## config.mk

```make
export PLATFORM = sky130hd
export DESIGN_NAME = edge_irq_ctrl
export DESIGN_NICKNAME = d
export VERILOG_FILES = /design/src/rtl/irq_ctrl_pkg.sv /design/src/rtl/irq_src_sync.sv /design/src/rtl/irq_regs.sv /design/src/rtl/irq_status.sv /design/src/rtl/edge_irq_ctrl.sv
export SDC_FILE = /design/constraint.sdc
export NUM_CORES = 1
export LEC_CHECK = 0
export CAP_MARGIN = 20
export CORE_UTILIZATION = 49
export CTS_CLUSTER_SIZE = 16
export DETAILED_ROUTE_END_ITERATION = 10
export MAX_ROUTING_LAYER = met4
export PLACE_DENSITY = 0.75
export SYNTH_ARGS = -nofsm -noshare
export SYNTH_HDL_FRONTEND = slang
export SYNTH_SLANG_ARGS = --single-unit
```

## constraint.sdc

```tcl
create_clock -name clk -period 1.28 [get_ports clk]
set_input_delay 0.256 -clock clk [delete_from_list [all_inputs] [get_ports clk]]
set_output_delay 0.256 -clock clk [all_outputs]
set_load 0.05 [all_outputs]
```

## src/rtl/irq_ctrl_pkg.sv

```systemverilog
package irq_ctrl_pkg;
    localparam int SRC_N    = 16;
    localparam int ADDR_W   = 2;
    localparam int SYNC_N   = 2;
    localparam int ADC_SLOT = 11;

    typedef logic [SRC_N-1:0] src_vec_t;

    typedef enum logic [ADDR_W-1:0] {
        SEL_RISE = 2'd0,
        SEL_FALL = 2'd1,
        SEL_STAT = 2'd2,
        SEL_CLR  = 2'd3
    } reg_sel_e;

    typedef struct packed {
        src_vec_t rise;
        src_vec_t fall;
    } edge_pair_t;

    typedef struct packed {
        src_vec_t rise_en;
        src_vec_t fall_en;
        src_vec_t clr;
    } ctrl_t;

    // Sources whose detected edge matches an enabled direction
    function automatic src_vec_t edge_hits(edge_pair_t e, ctrl_t c);
        return (e.rise & c.rise_en) | (e.fall & c.fall_en);
    endfunction
endpackage

```

## src/rtl/irq_src_sync.sv

```systemverilog
module irq_src_sync
    import irq_ctrl_pkg::*;
#(
    parameter int STAGES = SYNC_N
) (
    input  logic       clk,
    input  logic       rst,
    input  src_vec_t   raw,
    output edge_pair_t edges
);
    src_vec_t chain [STAGES];
    src_vec_t prev_q;

    // STAGES synchroniser flops, then one more for the previous value
    always_ff @(posedge clk) begin
        if (rst) begin
            for (int i = 0; i < STAGES; i++) chain[i] <= '0;
            prev_q <= '0;
        end else begin
            chain[0] <= raw;
            for (int i = 1; i < STAGES; i++) chain[i] <= chain[i-1];
            prev_q <= chain[STAGES-1];
        end
    end

    always_comb begin
        edges.rise = chain[STAGES-1] & ~prev_q;
        edges.fall = ~chain[STAGES-1] & prev_q;
    end
endmodule

```

## src/rtl/irq_regs.sv

```systemverilog
module irq_regs
    import irq_ctrl_pkg::*;
(
    input  logic              clk,
    input  logic              rst,
    input  logic [ADDR_W-1:0] addr,
    input  logic              we,
    input  src_vec_t          wdata,
    input  src_vec_t          stat,
    output ctrl_t             ctrl,
    output src_vec_t          rdata
);
    reg_sel_e sel;
    assign sel = reg_sel_e'(addr);

    // writable masks; R4: status address has no write target
    always_ff @(posedge clk) begin
        if (rst) begin
            ctrl <= '0;
        end else if (we) begin
            case (sel)
                SEL_RISE: ctrl.rise_en <= wdata;
                SEL_FALL: ctrl.fall_en <= wdata;
                SEL_CLR:  ctrl.clr     <= wdata;
                default:  ;
            endcase
        end
    end

    always_comb begin
        case (sel)
            SEL_RISE: rdata = ctrl.rise_en;
            SEL_FALL: rdata = ctrl.fall_en;
            SEL_STAT: rdata = stat;
            default:  rdata = ctrl.clr;
        endcase
    end
endmodule

```

## src/rtl/irq_status.sv

```systemverilog
module irq_status
    import irq_ctrl_pkg::*;
(
    input  logic     clk,
    input  logic     rst,
    input  src_vec_t hits,
    input  src_vec_t clr,
    output src_vec_t stat,
    output logic     irq
);
    src_vec_t stat_d;

    // clear hold wins over a new hit in the same cycle
    assign stat_d = (stat | hits) & ~clr;

    always_ff @(posedge clk) begin
        if (rst) begin
            stat <= '0;
            irq  <= 1'b0;
        end else begin
            stat <= stat_d;
            irq  <= |stat;   // registered OR
        end
    end
endmodule

```

## src/rtl/edge_irq_ctrl.sv

```systemverilog
module edge_irq_ctrl
    import irq_ctrl_pkg::*;
#(
    parameter int DONE_SLOT  = ADC_SLOT,
    parameter int SYNC_DEPTH = SYNC_N
) (
    input  logic              clk,
    input  logic              rst,
    input  logic [SRC_N-1:0]  evt_in,
    input  logic              adc_done,
    input  logic [ADDR_W-1:0] bus_addr,
    input  logic              bus_we,
    input  logic [SRC_N-1:0]  bus_wdata,
    output logic [SRC_N-1:0]  bus_rdata,
    output logic              irq
);
    src_vec_t   raw_src;
    edge_pair_t edges;
    ctrl_t      ctrl;
    src_vec_t   stat_q;
    src_vec_t   hits;

    // converter-done strobe replaces its bus position; R1: one bit per source
    always_comb begin
        raw_src            = evt_in;
        raw_src[DONE_SLOT] = adc_done;
    end

    irq_src_sync #(.STAGES(SYNC_DEPTH)) u_sync (
        .clk   (clk),
        .rst   (rst),
        .raw   (raw_src),
        .edges (edges)
    );

    irq_regs u_regs (
        .clk   (clk),
        .rst   (rst),
        .addr  (bus_addr),
        .we    (bus_we),
        .wdata (bus_wdata),
        .stat  (stat_q),
        .ctrl  (ctrl),
        .rdata (bus_rdata)
    );

    assign hits = edge_hits(edges, ctrl);

    irq_status u_stat (
        .clk  (clk),
        .rst  (rst),
        .hits (hits),
        .clr  (ctrl.clr),
        .stat (stat_q),
        .irq  (irq)
    );
endmodule

```

# Word-level counts from Yosys, hierarchy flattened
# Memory sizes are Yosys's and may differ from the RTL's.
# Index checks and enable logic that the tools add are counted.
[word_totals]
mem_count = 1
inputBits = 38
register_bits = 81
ramBits = 32
output_inout_bits = 17
wordCells = 33
[classes]
muxes = 6
reduce_logical = 5
bitwise = 12
n_eq_ne = 3
[mem_list]
columns = ["memory", "words", "word_bits", "read_ports", "rd_clocked_by_memory_dff", "write_ports", "line_no", "rtl"]
rows = [
  ["u_sync.chain", 2, 16, 2, 0, 2, "irq_src_sync.sv:11", "src_vec_t chain [STAGES];"],
]
[ops]
columns = ["operator", "count"]
rows = [
  ["AND 16 bit", 5],
  ["inverter 16 bit", 3],
  ["case mux 16 bit (3 select lines)", 1],
  ["2-to-1 mux 16 bit", 2],
  ["bitwise OR 16 bit", 2],
  ["OR reduction 16 bit", 1],
  ["AND reduction 2 bit", 3],
  ["equality test 2 bit (second input constant)", 2],
  ["2-to-1 mux 1 bit", 3],
  ["equality test 2 x 1 -> 1 bit (second input constant)", 1],
  ["zero test 2 bit", 1],
  ["bitwise OR 1 bit", 2],
]

# Longest topological paths before layout
[depth]
depth_word = 6
depth_mapped = 5
mapped_depth_nobuf = 3

# Hierarchy
# From an unflattened synthesis, not the netlist that was laid out.
[unflattened]
cells_unflattened = 402
area_unflattened_um2 = 4591.9
[by_module_without_submodules]
columns = ["mod", "cells_per_inst", "n_inst", "seq_area_each_um2", "area_per_inst_um2"]
rows = [
  ["irq_regs", 197, 1, 960.9, 2361.0],
  ["irq_src_sync", 133, 1, 960.9, 1505.2],
  ["irq_status", 56, 1, 340.3, 585.6],
  ["edge_irq_ctrl", 16, 1, 0.0, 140.1],
]

# Worst setup path after synthesis
# OpenSTA, ideal clock, no wires.
[synth_path]
kind = "input to output"
from = "input bus_addr[0]"
to = "output bus_rdata[10]"
setup_slack_ns = -0.327
path_buffers = 2
stages = 3
required_time_ns = 1.024
arrival_time_ns = 1.351
path_cell_list = "buf_6 -> buf_6 -> mux4_1"
[synth_via]
elab_chain_len = 2
word_cells_on_any_way = 4
cone_classes = "2 x eq/ne; 1 x mux; 1 x reduce/logical"
[synth_lines]
columns = ["item", "line_no", "rtl"]
rows = [
  ["start, declared", "edge_irq_ctrl.sv:11", "input logic [ADDR_W-1:0] bus_addr,"],
  ["equality test 2 bit, or another cell as far along", "irq_regs.sv:31", "case (sel)"],
  ["case mux 16 bit (3 select lines) (*)", "irq_regs.sv:31", ""],
  ["end, declared", "edge_irq_ctrl.sv:14", "output logic [SRC_N-1:0] bus_rdata,"],
]
# Every way passes the cells marked *; elsewhere a longest branch is shown, timed or not.

# Worst setup path in the final report
[layout_path]
from = "register u_regs.ctrl[9] (netlist name)"
to = "output bus_rdata[9]"
[layout_via]
elab_chain_len = 1
[layout_lines]
columns = ["item", "line_no"]
rows = [
  ["case mux 16 bit (3 select lines)", "irq_regs.sv:31"],
]
# Every way passes these cells.

==> impl_results.md <==
* CP Buf/Inv Count at 1
* Post-synth ARST share at 0%
* Slowest stage cell, crit path: mux4_2
* CTS Buffer Depth at 2
* Layout Nets at about 580
* Post-Syn Area at 4203 sq um
* Post-synth EDFFs at 0
* Seq/Total Area, Yosys at 53.83%
* Layout Cells excl Fill at 659
* Clock Sinks at roughly 110
* Via density per instance at 5.422
* Syn_area_per_cell at ~10 sq um
* 1st-pass router iterations at 5
* Post-Place Cells at 611
* Top cell type's share of synthesized area at 53.83%
* Worst Hold Path EP: u_regs.ctrl[18]
* Fillers at 576
* Crit-path leading delay family: multiplexers
* Max Fclk at 566.7 MHz
* Initial antenna violation count at 0
* Sw Share at 22.46%
* Synth cell types at 26
* Largest cells by area after synthesis: dfxtp_1 (54%), mux4_1 (8.8%), nand2_1 (8.6%), a21oi_1 (5.7%), nor2b_1 (5.4%)
* FF-to-FF path depth at 4
* DP Worst Slack at -0.6891 ns
* GPL Wtd Cong at 0.7930
* Routed wire per std cell at around 17 microns
* Clk_lat worst skew at 0.52 ns
* Crit path DAT at around 1.5 ns
* R2r setup slk at 0.10 ns
* WHS Path Cells at 2
* Internal power at 6699 uW
* Crit-path max FO at 2
* Final Max Tran Viols at 0
* IO Pins at 55
* Worst EP required at just over 1 ns
* Antenna Nets Post-Route at 0
* Setup ws final at -0.4847 ns
* Final min period at 1.765 ns
* Max-cap violations at 0
* Total GRT Usage at 27.67%
* Startpoint Class: register
* Core footprint at 8258 sq um
* Antenna Cells at 0
* Final hold vios at 0
* Yosys top cell by area: dfxtp_1
* NetSw at approximately 1900 uW
* CP peak stage delay at 0.49 ns
* Outcome: finished with violations
* CP endpoint kind: output port
* Port Buffers at 53
* Gate power share at 8.6%
* Die width at 94.61 microns
* Layout area overhead at 41.14%
* Critical R2R Capture: u_stat.irq
* Failing checks: negative setup slack
* Largest net degree at the start of global routing at 50
* Total number of vias at 3573
* Worst Tran Pin Value at 0.3573 ns
* TNS Setup at -7.460 ns
* Die height at 94.61 microns
* CTS tree: built
* Tcrit/Tclk final at 137.9%
* Slew margin rel. at 75.96%
* Setup violations, final at 16
* WS Path Type: reg2out
* Reg2reg start: u_stat.stat[6]
* Static leakage at 0.002301 uW
* First-pass GRT wire length at 17550 microns
* RSZ-0062 raised after global routing: yes
* Synth Net Count at between 400 and 500
* # rows at 33
* Remaining Overflow, GRT at 0
* Clock transition at path regs at 0.05 ns
* H-tree depth at 4
* CTS root buf: clkbuf_8
* Initial Util at 50.89%
* Power density cells at 1456 nW/um^2
* Dpl hpwl at approximately 6600 microns
* DRT iter0 DRCs at between 150 and 200
* Worst path cell trace: mux4_2 > buf_8
* Top FF cell, synth: dfxtp_1
* Hold_sp: rst
* FF+latch count, synth at 113
* Number of global-route vias before repair at 3615
* DRC violations left at 0
* Clock power share at 48.4%
* Peak VDD IR at 0.9567 mV
* Final Routed Wirelength at 10940 microns
* Seq pwr share at a little over two fifths
* Hold Crit Class: in2reg
* Layout cells sized above 1 at between 30 and 40%
* DIE AREA at around 9000 sq um
* Clk_skew at roughly 0.014 ns
* Cells after synthesis at about 420
* CTS Buf Count at 17
* Synth warnings at 0
* Cts hold-fix bufs at 0
-- power groups by stage --
stage | logic [uW] | registers, uW | clock network, uW
after detailed placement | 672 | 3770 | 0
after global routing | 795 | 3720 | 4390
after global placement | 658 | 3770 | 0
after floorplan | 357 | 3760 | 0
after CTS | 731 | 3700 | 4200
final | 746 | 3710 | 4180
-- cells in the mapped netlist, drive strengths merged (4+ instances only) --
cell type and n:
nand2 96, inv 16, buf 12, dfxtp 113, a211oi 16, nor2b 36, a31oi 16, mux4 16
a21oi 48, nor2 12, nand3b 17, nor4 4, clkbuf 13
-- per-layer routing --
| metal | routed length (microns) | vias up | global-route usage (%) |
|---|---|---|---|
| li1 | - | 1684 | - |
| met1 | 4434 | 1711 | 31.52 |
| met2 | 5397 | 143 | 43.76 |
| met3 | 755 | 35 | 8.857 |
| met4 | 353 | 0 | 13.76 |
| met5 | 0 | - | - |
-- metrics by stage --
stage | power (uW) | util (%) | area (sq um) | hold WS, ns
finish | 8639 | 71.83 | 5932 | 0.06907
global route | 8898 | 71.83 | 5932 | 0.06697
CTS | 8632 | 71.11 | 5872 | 0.05217
detailed placement | 4446 | 61.86 | 5109 | 0.4212
global placement | 4429 | 61.86 | 5109 | 0.4182
floorplan | 4121 | - | 4168 | 0.3842
-- flip-flops by register name (all words and copies together), names as in the netlist --
name / count
u_regs.ctrl: 48
u_sync.chain: 32
u_stat.stat: 16
u_sync.prev_q: 16
u_stat.irq: 1
-- cell families after synthesis --
| kind of cell | count (synthesis) | share of synthesized area [%] |
|---|---|---|
| buffers and inverters | 41 | 5.269 |
| flip-flops | 113 | 53.83 |
| multiplexers | 16 | 9.824 |
| AND/OR/NAND/NOR | 170 | 19.92 |
| AO/OA/AOI/OAI | 81 | 11.16 |
-- final cells by class --
cell class | instances | area [sq um] | share of cell area [%]
Sequential cell | 113 | 2297 | 38.73
Multi-Input combinational cell | 267 | 1679 | 28.31
Timing Repair Buffer | 126 | 1226 | 20.67
Clock buffer | 28 | 515.5 | 8.690
Tap cell | 105 | 131.4 | 2.215
Inverter | 16 | 60.06 | 1.012
Clock inverter | 4 | 22.52 | 0.3797
-- timing repair --
item	4_1_cts	5_1_grt
setup buffers	12	3
gates resized for setup	45	16
endpoints found under the setup margin	37	17
cloned	1	0
hold endpoints to repair	0	0
-- worst register-to-register path, stage by stage, from the launching register on --
cell	delay, ns
dfxtp_2	0.32
buf_4	0.13
nor4_2	0.30
buf_4	0.17
a41oi_1	0.11
-- cells in the final DEF, fill, tap and decap left out, drive strengths merged --
cell type and n:
a211oi 16, a21oi 48, a31oi 16, a41oi 1
and3 1, and3b 1, buf 91, clkbuf 28
clkdlybuf4s15 1, clkdlybuf4s50 33, clkinv 3, clkinvlp 1
dfxtp 113, dlygate4sd2 1, inv 16, mux4 16
nand2 96, nand3 1, nand3b 17, nor2 12
nor2b 36, nor3b 1, nor4 4, or3b 1
-- worst max path at each step --
stage	slack, ns	startpoint	depth (start not counted)	end
floorplan	-0.15	bus_addr[0]	3	bus_rdata[10]
global placement	-0.69	bus_addr[0]	4	bus_rdata[2]
detailed placement	-0.69	bus_addr[0]	4	bus_rdata[11]
CTS	-0.49	u_stat.stat[9]	2	bus_rdata[9]
global route	-0.51	u_regs.ctrl[17]	2	bus_rdata[1]
finish	-0.48	u_regs.ctrl[9]	2	bus_rdata[9]
(Power assumes the default switching activity.)
